File: config.mk
export PLATFORM = sky130hd
export DESIGN_NAME = iter_half_subtractor
export DESIGN_NICKNAME = d
export VERILOG_FILES = /design/src/rtl/ihs_pkg.sv /design/src/rtl/ihs_cell.sv /design/src/rtl/ihs_ctrl.sv /design/src/rtl/ihs_datapath.sv /design/src/rtl/iter_half_subtractor.sv
export SDC_FILE = /design/constraint.sdc
export NUM_CORES = 1
export LEC_CHECK = 0
export BUFFER_PORTS_ARGS = -buffer_cell sky130_fd_sc_hd__buf_2
export CORE_MARGIN = 2
export CORE_UTILIZATION = 47
export CTS_CLUSTER_DIAMETER = 150
export DETAILED_ROUTE_END_ITERATION = 12
export PLACE_DENSITY = 0.72
export SLEW_MARGIN = 15
export SYNTH_ARGS = -nofsm -noshare
export SYNTH_HDL_FRONTEND = slang
export SYNTH_HIERARCHICAL = 1
export SYNTH_SLANG_ARGS = --single-unit
File: constraint.sdc
create_clock -name clk -period 4.7 [get_ports clk]
set_clock_uncertainty 0.1 [all_clocks]
set_input_delay 0.235 -clock clk [delete_from_list [all_inputs] [get_ports clk]]
set_output_delay 0.235 -clock clk [all_outputs]
set_load 0.03 [all_outputs]
File: src/rtl/ihs_pkg.sv
package ihs_pkg;
    typedef enum logic [1:0] {
        ST_IDLE = 2'd0,
        ST_SPIN = 2'd1,
        ST_HOLD = 2'd2
    } ihs_state_t;
endpackage

File: src/rtl/ihs_cell.sv
module ihs_cell (
    input  logic sel,
    input  logic op_x,
    input  logic op_y,
    input  logic fb_d,
    input  logic fb_b,
    output logic nd,
    output logic nb
);
    logic a_in;
    logic b_in;

    always_comb begin
        a_in = sel ? fb_d : op_x;
        b_in = sel ? fb_b : op_y;
        nd   = a_in ^ b_in;
        nb   = ~a_in & b_in;
    end
endmodule

File: src/rtl/ihs_ctrl.sv
module ihs_ctrl
    import ihs_pkg::*;
(
    input  logic clk,
    input  logic rst_n,
    input  logic req,
    input  logic borrow_any,
    output logic sel,
    output logic load_en,
    output logic done
);
    ihs_state_t state_q;
    ihs_state_t state_n;

    always_ff @(posedge clk) begin
        if (!rst_n) state_q <= ST_IDLE;
        else        state_q <= state_n;
    end

    always_comb begin
        state_n = state_q;
        unique case (state_q)
            ST_IDLE: if (req) state_n = ST_SPIN;
            ST_SPIN: begin
                if (!req)             state_n = ST_IDLE;
                else if (!borrow_any) state_n = ST_HOLD;
            end
            ST_HOLD: if (!req) state_n = ST_IDLE;
            default: state_n = ST_IDLE;
        endcase
    end

    always_comb begin
        sel     = 1'b0;
        load_en = 1'b0;
        done    = 1'b0;
        unique case (state_q)
            ST_IDLE: load_en = req;
            ST_SPIN: begin
                sel     = 1'b1;
                load_en = req & borrow_any;
            end
            ST_HOLD: done = 1'b1;
            default: ;
        endcase
    end
endmodule

File: src/rtl/ihs_datapath.sv
module ihs_datapath #(
    parameter int WIDTH = 16
) (
    input  logic             clk,
    input  logic             rst_n,
    input  logic             sel,
    input  logic             load_en,
    input  logic [WIDTH-1:0] op_x,
    input  logic [WIDTH-1:0] op_y,
    output logic [WIDTH-1:0] diff_q,
    output logic [WIDTH-1:0] brw_q,
    output logic             bout_q,
    output logic             borrow_any
);
    localparam int TOP = WIDTH - 1;

    logic [WIDTH-1:0] nd_vec;
    logic [WIDTH-1:0] nb_vec;
    logic [WIDTH-1:0] fb_bin;

    assign fb_bin     = {brw_q[TOP-1:0], 1'b0};
    assign borrow_any = |brw_q;

    for (genvar i = 0; i < WIDTH; i++) begin : g_bit
        ihs_cell u_cell (
            .sel  (sel),
            .op_x (op_x[i]),
            .op_y (op_y[i]),
            .fb_d (diff_q[i]),
            .fb_b (fb_bin[i]),
            .nd   (nd_vec[i]),
            .nb   (nb_vec[i])
        );
    end

    always_ff @(posedge clk) begin
        if (!rst_n) begin
            diff_q <= '0;
            brw_q  <= '0;
            bout_q <= 1'b0;
        end else if (load_en) begin
            diff_q <= nd_vec;
            brw_q  <= nb_vec;
            bout_q <= sel ? (bout_q | brw_q[TOP]) : 1'b0;
        end
    end
endmodule

File: src/rtl/iter_half_subtractor.sv
module iter_half_subtractor #(
    parameter int WIDTH = 16
) (
    input  logic             clk,
    input  logic             rst_n,
    input  logic             req,
    input  logic [WIDTH-1:0] minuend,
    input  logic [WIDTH-1:0] subtrahend,
    output logic [WIDTH-1:0] diff,
    output logic             borrow_out,
    output logic             done
);
    logic             sel;
    logic             load_en;
    logic             borrow_any;
    logic [WIDTH-1:0] brw_vec;

    ihs_ctrl u_ctrl (
        .clk        (clk),
        .rst_n      (rst_n),
        .req        (req),
        .borrow_any (borrow_any),
        .sel        (sel),
        .load_en    (load_en),
        .done       (done)
    );

    ihs_datapath #(.WIDTH(WIDTH)) u_dp (
        .clk        (clk),
        .rst_n      (rst_n),
        .sel        (sel),
        .load_en    (load_en),
        .op_x       (minuend),
        .op_y       (subtrahend),
        .diff_q     (diff),
        .brw_q      (brw_vec),
        .bout_q     (borrow_out),
        .borrow_any (borrow_any)
    );
endmodule

==> results of run 1 <==
## area by class of cell
| cell class | instances | share of cell area |
|---|---|---|
| well taps | 52 | 0.0262 |
| repair buffers | 55 | 0.114 |
| flip-flops and latches | 35 | 0.282 |
| inverters | 16 | 0.0242 |
| multi-input cells | 128 | 0.513 |
| clock buffers | 8 | 0.0403 |
## worst max-delay path: cells and delay by family, from the launching register on
kind / cells / cell delay, ns
multiplexers: 2 / 0.48
AND/OR/NAND/NOR: 2 / 0.50
adder cells (fa/ha/maj): 1 / 0.27
flip-flops: 1 / 0.40
buffers and inverters: 2 / 0.49
## metal layers
metal	GRT usage	vias up	share of wire
met4	0.0629	0	0.011
met1	0.200	665	0.47
li1	-	747	-
met5	0	-	0
met3	0.0456	5	0.057
met2	0.259	33	0.46
## logic make-up after synthesis
logic type | Yosys count | synth area share
adders and majority gates | 16 | 0.0958
other | 1 | 0.00179
AOI/OAI and AO/OA | 2 | 0.00718
buffers and inverters | 23 | 0.0610
DFF | 35 | 0.335
and+or+nand+nor | 45 | 0.154
muxes | 64 | 0.345
## worst max path at each step
stage / startpoint / endpoint / slack [ns]
after floorplan: u_ctrl/state_q[0] / u_dp/diff_q[0] / 0.98
after global placement: u_ctrl/state_q[0] / u_dp/diff_q[14] / 2.40
after detailed placement: u_ctrl/state_q[0] / u_dp/diff_q[6] / 2.35
after CTS: u_ctrl/state_q[0] / u_dp/diff_q[6] / 2.34
after global routing: u_ctrl/state_q[0] / u_dp/diff_q[3] / 2.17
final: u_ctrl/state_q[0] / u_dp/diff_q[6] / 2.34
## state kept, by name, indices dropped and copies added, names as in the netlist
| register | count |
|---|---|
| u_ctrl/state_q | 2 |
| u_dp/bout_q | 1 |
| u_dp/brw_q | 16 |
| u_dp/diff_q | 16 |
## per-stage QoR
stage	hold WS (ns)	setup WS, ns	util	total power, mW
final	0.109	2.34	0.574	0.823
after global routing	0.100	2.17	0.574	0.874
after CTS	0.0967	2.34	0.574	0.834
after detailed placement	0.395	2.35	0.551	0.593
after global placement	0.396	2.40	0.551	0.590
after floorplan	0.263	0.982	-	0.544
## report_power, final
group / total (mW) / switching, mW / internal, mW / leakage, nW
Sequential: 0.345 / 0.0212 / 0.324 / 0.287
Clock: 0.239 / 0.105 / 0.134 / 0.0515
Combinational: 0.239 / 0.124 / 0.115 / 0.915
## cells in the mapped netlist
master / instances / area [um2]
a21oi_1: 1 / 5.00
buf_6: 1 / 11.3
buf_8: 3 / 45.0
clkbuf_1: 3 / 11.3
conb_1: 1 / 3.75
dfxtp_1: 35 / 701
ha_1: 16 / 200
inv_1: 16 / 60.1
mux2_4: 16 / 240
mux2i_1: 48 / 480
nand4_1: 1 / 6.26
nor2b_1: 33 / 206
nor2b_4: 3 / 41.3
nor3b_1: 2 / 15.0
nor3b_2: 1 / 12.5
nor4_1: 4 / 25.0
nor4bb_2: 1 / 16.3
o211a_1: 1 / 10.0
==> results.ini, run 1 <==
[run_status]
outcome = complete, no violations

[worst_setup_path]
reg2reg_depth = 7
crit_type = reg2reg
worstPathArrival_ns = 2.44
cp_max_fo = 23
crit_chain = nor2b_4, buf_4, mux2_4, ha_1, inv_1, mux2i_1, nor2b_1
r2r-start = u_ctrl/state_q[0]
end_kind = register
start_kind = register
r2r_slack_ns = 2.34
cpMaxStageDelayCell = buf_4
crit_path_max_incr_delay_ns = 0.45
reg2reg_to = u_dp/diff_q[6]
crit_required_ns = 4.78

[finish]
mostFrequentLayoutCells = buf_2 (52), mux2i_1 (48), dfxtp_1 (35), nor2b_1 (32)
fillers = 410
fin_nets = 292
layout-drive-gt1-share = 0.351
final_cells = 294
multi_input_area_um2 = 1270
synthToLayoutAreaGrowth_pct = 18.8
seqCellArea_um2 = 701
stdcell_area_um2 = 2480
antenna_cells = 0
layout_commonest_cell = buf_2

[floorplanning]
num_io_pins = 53
die-area_um2 = 5000
dieWidth_um = 70.7
fp.dieH_um = 70.7
core_um2 = 4320
rows = 24
start_util = 0.484

[global_routing]
grt_pass1_vias = 1462
grt-ovfl-total = 0
grt_pass1_wl_mm = 6.41
antenna_found_initial = 0
grt_start_max_net_pins = 36
grt_usage = 0.159

[drt]
route.vias.total = 1450
first_iter_violations = 73
routed_wl_mm = 3.77
antenna_left = 0
drc = 0
drtPass1Iterations = 4
viasPerCell = 4.93
wl_per_cell_um = 12.8

[timing]
fin_crit_sh = 0.502
fmax_mhz = 424
rsz0062_at_grt = no
worstMarginPinSlew_ns = 0.514
fin_setup_tns_ns = 0
hold_viol = 0
slew_violations = 0
slew-limit-headroom = 0.658
fin_crit_ns = 2.36
setup_viol = 0

[placed_design]
port_buffers = 52
postPlaceCellArea_um2 = 2380
hpwlAfterDp_mm = 2.72
placed_cells = 286
routabilityCongestion = 0.694

[hold_path]
holdPathEnd = u_ctrl/state_q[1]
hold_class = in2reg
hp-start = req
worstHoldPathCells = 2

[logic_synthesis]
synth_cells = 186
yosys_warnings = 6
syn_area_um2 = 2090
synth-seq-cells = 35
synth_cell_types = 18
synth-seq-area-share = 0.335
syn_area_per_cell_um2 = 11.2
synth.net_count = 237

[pwr]
power.density_nw_per_um2 = 331
cellLeakagePower_nw = 1.25
vdd_drop_max_uv = 195

[run]
maxCapViolCount = 0

[clock_network]
cts_root_buffer = clkbuf_8
clk_pin_slew_worst_paths_ns = 0.07
htreeDepth = 2
clock_latency_ns = 0.28
clock-sinks = 35
clk_path_buf_depth = 2
postCtsSetupRepairBufs = 0
cts_resized = 0
cts-buffers-inserted = 5
cts_hold_buf = 0
cts_tree = yes

Power figures use the tool's default switching activity.
==> run 2: changes to the inputs <==
--- a/config.mk
+++ b/config.mk
@@ -5,12 +5,13 @@
 export SDC_FILE = /design/constraint.sdc
 export NUM_CORES = 1
 export LEC_CHECK = 0
+export ABC_AREA = 1
 export BUFFER_PORTS_ARGS = -buffer_cell sky130_fd_sc_hd__buf_2
 export CORE_MARGIN = 2
 export CORE_UTILIZATION = 47
 export CTS_CLUSTER_DIAMETER = 150
 export DETAILED_ROUTE_END_ITERATION = 12
-export PLACE_DENSITY = 0.72
+export PLACE_DENSITY = 0.75
 export SLEW_MARGIN = 15
 export SYNTH_ARGS = -nofsm -noshare
 export SYNTH_HDL_FRONTEND = slang
==> constraint.sdc (replaced) <==
create_clock -name clk -period 2.1 [get_ports clk]
set_clock_uncertainty 0.1 [all_clocks]
set_input_delay 0.105 -clock clk [delete_from_list [all_inputs] [get_ports clk]]
set_output_delay 0.105 -clock clk [all_outputs]
set_load 0.03 [all_outputs]
==> results.ini, run 2 <==
[run_status]
outcome = complete, no violations

[clock_network]
htreeDepth = 2
cts_tree = yes
cts_root_buffer = clkbuf_8
clk_path_buf_depth = 2
postCtsSetupRepairBufs = 0
clock-sinks = 35
cts-buffers-inserted = 5
clock_latency_ns = 0.28
clk_pin_slew_worst_paths_ns = 0.07

[worst_setup_path]
path_buf_inv = 3
worstPathArrival_ns = 1.86
start_kind = register
crit_required_ns = 2.22
reg2reg_to = u_dp/bout_q
reg2reg_depth = 11
end_kind = register
crit_path_max_incr_delay_ns = 0.41
cpMaxStageDelayCell = inv_2
cpLargestDelayFamily = simple AND/OR/NAND/NOR gates
r2r-start = u_dp/brw_q[12]
cp_max_fo = 33
r2r_slack_ns = 0.36
crit_type = reg2reg
crit_chain = nor2_1, nand2_1, nor2_1, nand2_1, inv_1, nand2_1, nand3_1, inv_1, inv_2, o21ai_0, nor2_1

[floorplanning]
start_util = 0.488
die-area_um2 = 5040
num_io_pins = 53
fp.dieH_um = 71.0
dieWidth_um = 71.0
rows = 24
core_um2 = 4320

[logic_synthesis]
synth_area_leaders = dfxtp_1 (33%), nand2_1 (19%), nor2_1 (14%)
async_flop_share = 0
synth-main-ff-cell = dfxtp_1
synth-seq-cells = 35
synth-seq-area-share = 0.332
synth_cells = 350
synth.net_count = 401
synthTopCellsByCount = nand2_1 (104), nor2_1 (77), inv_1 (70)
synth-edff-count = 0
synth_cell_types = 16
syn_area_um2 = 2110
syn_area_per_cell_um2 = 6.03
yosys_warnings = 6
synth_area_leader_cell = dfxtp_1
synth_top_area_frac = 0.332
yosysMostFrequentCell = nand2_1

[finish]
antenna_cells = 0
final_cells = 456
synthToLayoutAreaGrowth_pct = 18.7
layout_commonest_cell = nand2_1
fin_nets = 455
top_regs = u_dp/brw_q (16), u_dp/diff_q (16), u_ctrl/state_q (2)
layout-drive-gt1-share = 0.161
stdcell_area_um2 = 2500
mostFrequentLayoutCells = nand2_1 (104), nor2_1 (76), inv_1 (70), buf_2 (52), dfxtp_1 (35)

[hold_path]
worstHoldPathCells = 6
hp-start = subtrahend[4]
holdPathEnd = u_dp/brw_q[4]
hold_class = in2reg

[drt]
drc = 0
first_iter_violations = 68
wl_per_cell_um = 9.57
wl_met3_um = 170
routed_wl_mm = 4.36
met1_length_mm = 2.07
viasPerCell = 4.50
detailroute.wirelength.met2_mm = 2.08
antenna_left = 0
drtPass1Iterations = 4
routed.top_layer = met4
route.vias.total = 2050

[timing]
worstMarginPinSlew_ns = 0.552
fin_setup_tns_ns = 0
hold_ws_ns = 0.181
slew-limit-headroom = 0.632
fin_crit_ns = 1.74
fmax_mhz = 576
hold_viol = 0
setup_viol = 0
rsz0062_at_grt = no
slew_violations = 0
fin_crit_sh = 0.827

[run]
maxCapViolCount = 0

[pwr]
cellLeakagePower_nw = 1.51
power_mw = 1.67
power.density_nw_per_um2 = 668
vdd_drop_max_uv = 372

[placed_design]
placed_cells = 448
postPlaceCellArea_um2 = 2410
port_buffers = 52
hpwlAfterDp_mm = 3.03
routabilityCongestion = 0.796

[global_routing]
grt-ovfl-total = 0
grt_start_max_net_pins = 36
grt_pass1_wl_mm = 7.67
grt_usage = 0.187
grt_pass1_vias = 1902
antenna_found_initial = 0

-- run 2: area by class of cell --
cell class | instances | area (um2)
Fill cell | 428 | 1820
Multi-Input combinational cell | 235 | 1080
Sequential cell | 35 | 701
Timing Repair Buffer | 56 | 305
Inverter | 71 | 267
Clock buffer | 6 | 82.6
Tap cell | 52 | 65.1
Clock inverter | 1 | 5.00
-- run 2: timing repair --
action                                 CTS  global route
resized for setup                        0             0
endpoints found under the hold margin    1             0
hold buffers                             1             0
-- run 2: kinds of logic (layout without fill, tap and decap cells) --
group                      after synthesis  count (layout)  synth area share
and+or+nand+nor                        183             183             0.327
buffers and inverters                   80             134             0.160
AOI/OAI and AO/OA                       35              35            0.0848
DFF                                     35              35             0.332
adders and majority gates               16              16            0.0949
other                                    1               1           0.00178
-- run 2: power breakdown --
group          internal, mW  switching [mW]
logic                 0.160           0.271
registers             0.721          0.0368
clock network         0.257           0.227
-- run 2: routing by layer --
layer  global-route usage  vias to the layer above
li1                     -                     1133
met1                0.222                      878
met2                0.343                       35
met3               0.0342                        4
met4               0.0566                        0
met5                    0                        -
-- run 2: worst register-to-register path, stage by stage, from the launching register on --
cell and delay, ns:
dfxtp_1 0.32, nor2_1 0.12, nand2_1 0.07, nor2_1 0.09
nand2_1 0.06, inv_1 0.07, nand2_1 0.05, nand3_1 0.08
inv_1 0.06, inv_2 0.41, o21ai_0 0.14, nor2_1 0.11
-- run 2: worst max path at each step --
| stage | startpoint | endpoint | cells past startpoint |
|---|---|---|---|
| after floorplan | u_ctrl/state_q[0] | u_dp/diff_q[15] | 9 |
| after global placement | u_dp/brw_q[3] | u_dp/bout_q | 11 |
| after detailed placement | u_dp/brw_q[12] | u_dp/bout_q | 11 |
| after CTS | u_dp/brw_q[12] | u_dp/bout_q | 11 |
| after global routing | u_dp/brw_q[5] | u_dp/bout_q | 11 |
| final | u_dp/brw_q[12] | u_dp/bout_q | 11 |
-- run 2: stage by stage --
stage | util | worst slack, ns
floorplan | - | 0.273
global placement | 0.557 | 0.427
detailed placement | 0.557 | 0.379
CTS | 0.579 | 0.357
global route | 0.579 | 0.119
finish | 0.579 | 0.362
==> run 3: changes to the inputs <==
--- a/config.mk
+++ b/config.mk
@@ -11,7 +11,7 @@
 export CORE_UTILIZATION = 47
 export CTS_CLUSTER_DIAMETER = 150
 export DETAILED_ROUTE_END_ITERATION = 12
-export PLACE_DENSITY = 0.75
+export PLACE_DENSITY = 0.72
 export SLEW_MARGIN = 15
 export SYNTH_ARGS = -nofsm -noshare
 export SYNTH_HDL_FRONTEND = slang
==> constraint.sdc (replaced) <==
create_clock -name clk -period 1.6 [get_ports clk]
set_clock_uncertainty 0.1 [all_clocks]
set_input_delay 0.08 -clock clk [delete_from_list [all_inputs] [get_ports clk]]
set_output_delay 0.08 -clock clk [all_outputs]
set_load 0.03 [all_outputs]
==> results.ini, run 3 (synthesis gave the netlist of run 2 again) <==
[placed_design]
place_ws_ns = 0.0403
routabilityCongestion = 0.781
postPlaceCellArea_um2 = 2450
port_buffers = 52
hpwlAfterDp_mm = 3.12

[worst_setup_path]
reg2reg_depth = 10
cp_max_fo = 17
reg2reg_to = u_dp/diff_q[8]
end_kind = register
crit_type = reg2reg
setup.worst_path.end = u_dp/diff_q[8]
crit_start = u_ctrl/state_q[0]
r2r_slack_ns = 0.04
start_kind = register
crit_required_ns = 1.72
r2r-start = u_ctrl/state_q[0]
worstPathArrival_ns = 1.67

[timing]
slew-limit-headroom = 0.619
fin_crit_ns = 1.56
setup_viol = 0
setup_slack_ns = 0.0449
hold_viol = 0
worstMarginPinSlew_ns = 0.571
fmax_mhz = 643
fin_crit_sh = 0.972
slew_violations = 0
hold_ws_ns = 0.154
rsz0062_at_grt = yes

[drt]
viasPerCell = 4.53
first_iter_violations = 155
drc = 0
route.vias.total = 2118
drtPass1Iterations = 4
antenna_left = 0
routed_wl_mm = 4.98
wl_per_cell_um = 10.6

[clock_network]
clk_pin_slew_worst_paths_ns = 0.07
clock-sinks = 35
cts_tree = yes
clk_path_buf_depth = 2
cts_root_buffer = clkbuf_8
htreeDepth = 2
clock_latency_ns = 0.29
cts-buffers-inserted = 5

[global_routing]
grt_usage = 0.187
grt-ovfl-total = 0
antenna_found_initial = 0
grt_pass1_wl_mm = 7.74
grt_start_max_net_pins = 36
grt_pass1_vias = 1897

[floorplanning]
start_util = 0.488
fp.dieH_um = 71.0
core_um2 = 4320
die-area_um2 = 5040
num_io_pins = 53
rows = 24
dieWidth_um = 71.0

[finish]
synthToLayoutAreaGrowth_pct = 29.6
stdcell_area_um2 = 2730
layout-drive-gt1-share = 0.245
top_regs = u_dp/brw_q (16), u_dp/diff_q (16), u_ctrl/state_q (2)
fin_nets = 466
antenna_cells = 0
mostFrequentLayoutCells = nand2_1 (100), nor2_1 (73), inv_1 (64), buf_2 (52), dfxtp_1 (25)
layout_commonest_cell = nand2_1
final_core_util = 0.632

[pwr]
power.density_nw_per_um2 = 834
vdd_drop_max_uv = 539
cellLeakagePower_nw = 1.60
power_mw = 2.28

[run]
maxCapViolCount = 0

[hold_path]
hold_class = in2reg

[run_status]
outcome = complete, no violations

[run 3: changes by cell type in the layout (fill, tap and decap cells not counted), moves of 3 or more]
cell       change
buf_4          +4
o21ai_1       +16
clkbuf_16      +3
buf_8          +3
inv_2          +3
dfxtp_1       -10
nand2_2        +4
nor2_1         -3
o21ai_0       -18
nand2_1        -4
nor2_2         +3
dfxtp_2       +10
inv_1          -6
[run 3: worst min-delay path by stage]
stage | startpoint | end | slack, ns | cells after the start
floorplan | rst_n | u_ctrl/state_q[0] | 0.08 | 2
global placement | req | u_ctrl/state_q[1] | 0.24 | 3
detailed placement | req | u_ctrl/state_q[1] | 0.24 | 3
CTS | rst_n | u_ctrl/state_q[0] | 0.15 | 3
global route | subtrahend[7] | u_dp/brw_q[7] | 0.18 | 6
finish | subtrahend[7] | u_dp/brw_q[7] | 0.15 | 6
[run 3: report_power, final]
| part | switching, mW | internal, mW |
|---|---|---|
| Combinational | 0.387 | 0.269 |
| Clock | 0.312 | 0.305 |
| Sequential | 0.0575 | 0.950 |
[run 3: critical path, cell delays in order, from the launching register on]
cell and delay, ns:
dfxtp_2 0.33, inv_2 0.05, nor2_4 0.16, buf_4 0.15, clkbuf_16 0.17, nand2_1 0.06
nand2_1 0.06, ha_1 0.22, inv_1 0.06, nor2_1 0.04, nor2_1 0.08
[run 3: per-layer routing]
layer	routed length (um)	share of wire	global-route usage
met5	0	0	0
met4	37	0.0074	0.0440
met3	212	0.043	0.0427
met2	2430	0.49	0.325
met1	2300	0.46	0.236
[run 3: layout make-up]
cell class	instances	area, um2
Fill cell	442	1590
Multi-Input combinational cell	235	1120
Sequential cell	35	713
Timing Repair Buffer	67	475
Inverter	71	277
Clock buffer	7	76.3
Tap cell	52	65.1
Clock inverter	1	5.00
[run 3: timing repair]
action / in CTS / in global routing
resized for setup: 0 / 54
setup endpoints to repair: 0 / 33
setup buffers: 0 / 5
hold buffers: 1 / 0
endpoints found under the hold margin: 2 / 0
[run 3: stage by stage]
step	TNS (ns)	instances
2_1_floorplan	-4.56	350
3_3_place_gp	0	451
3_5_place_dp	0	451
4_1_cts	0	460
5_1_grt	-1.41	468
6_report	0	468
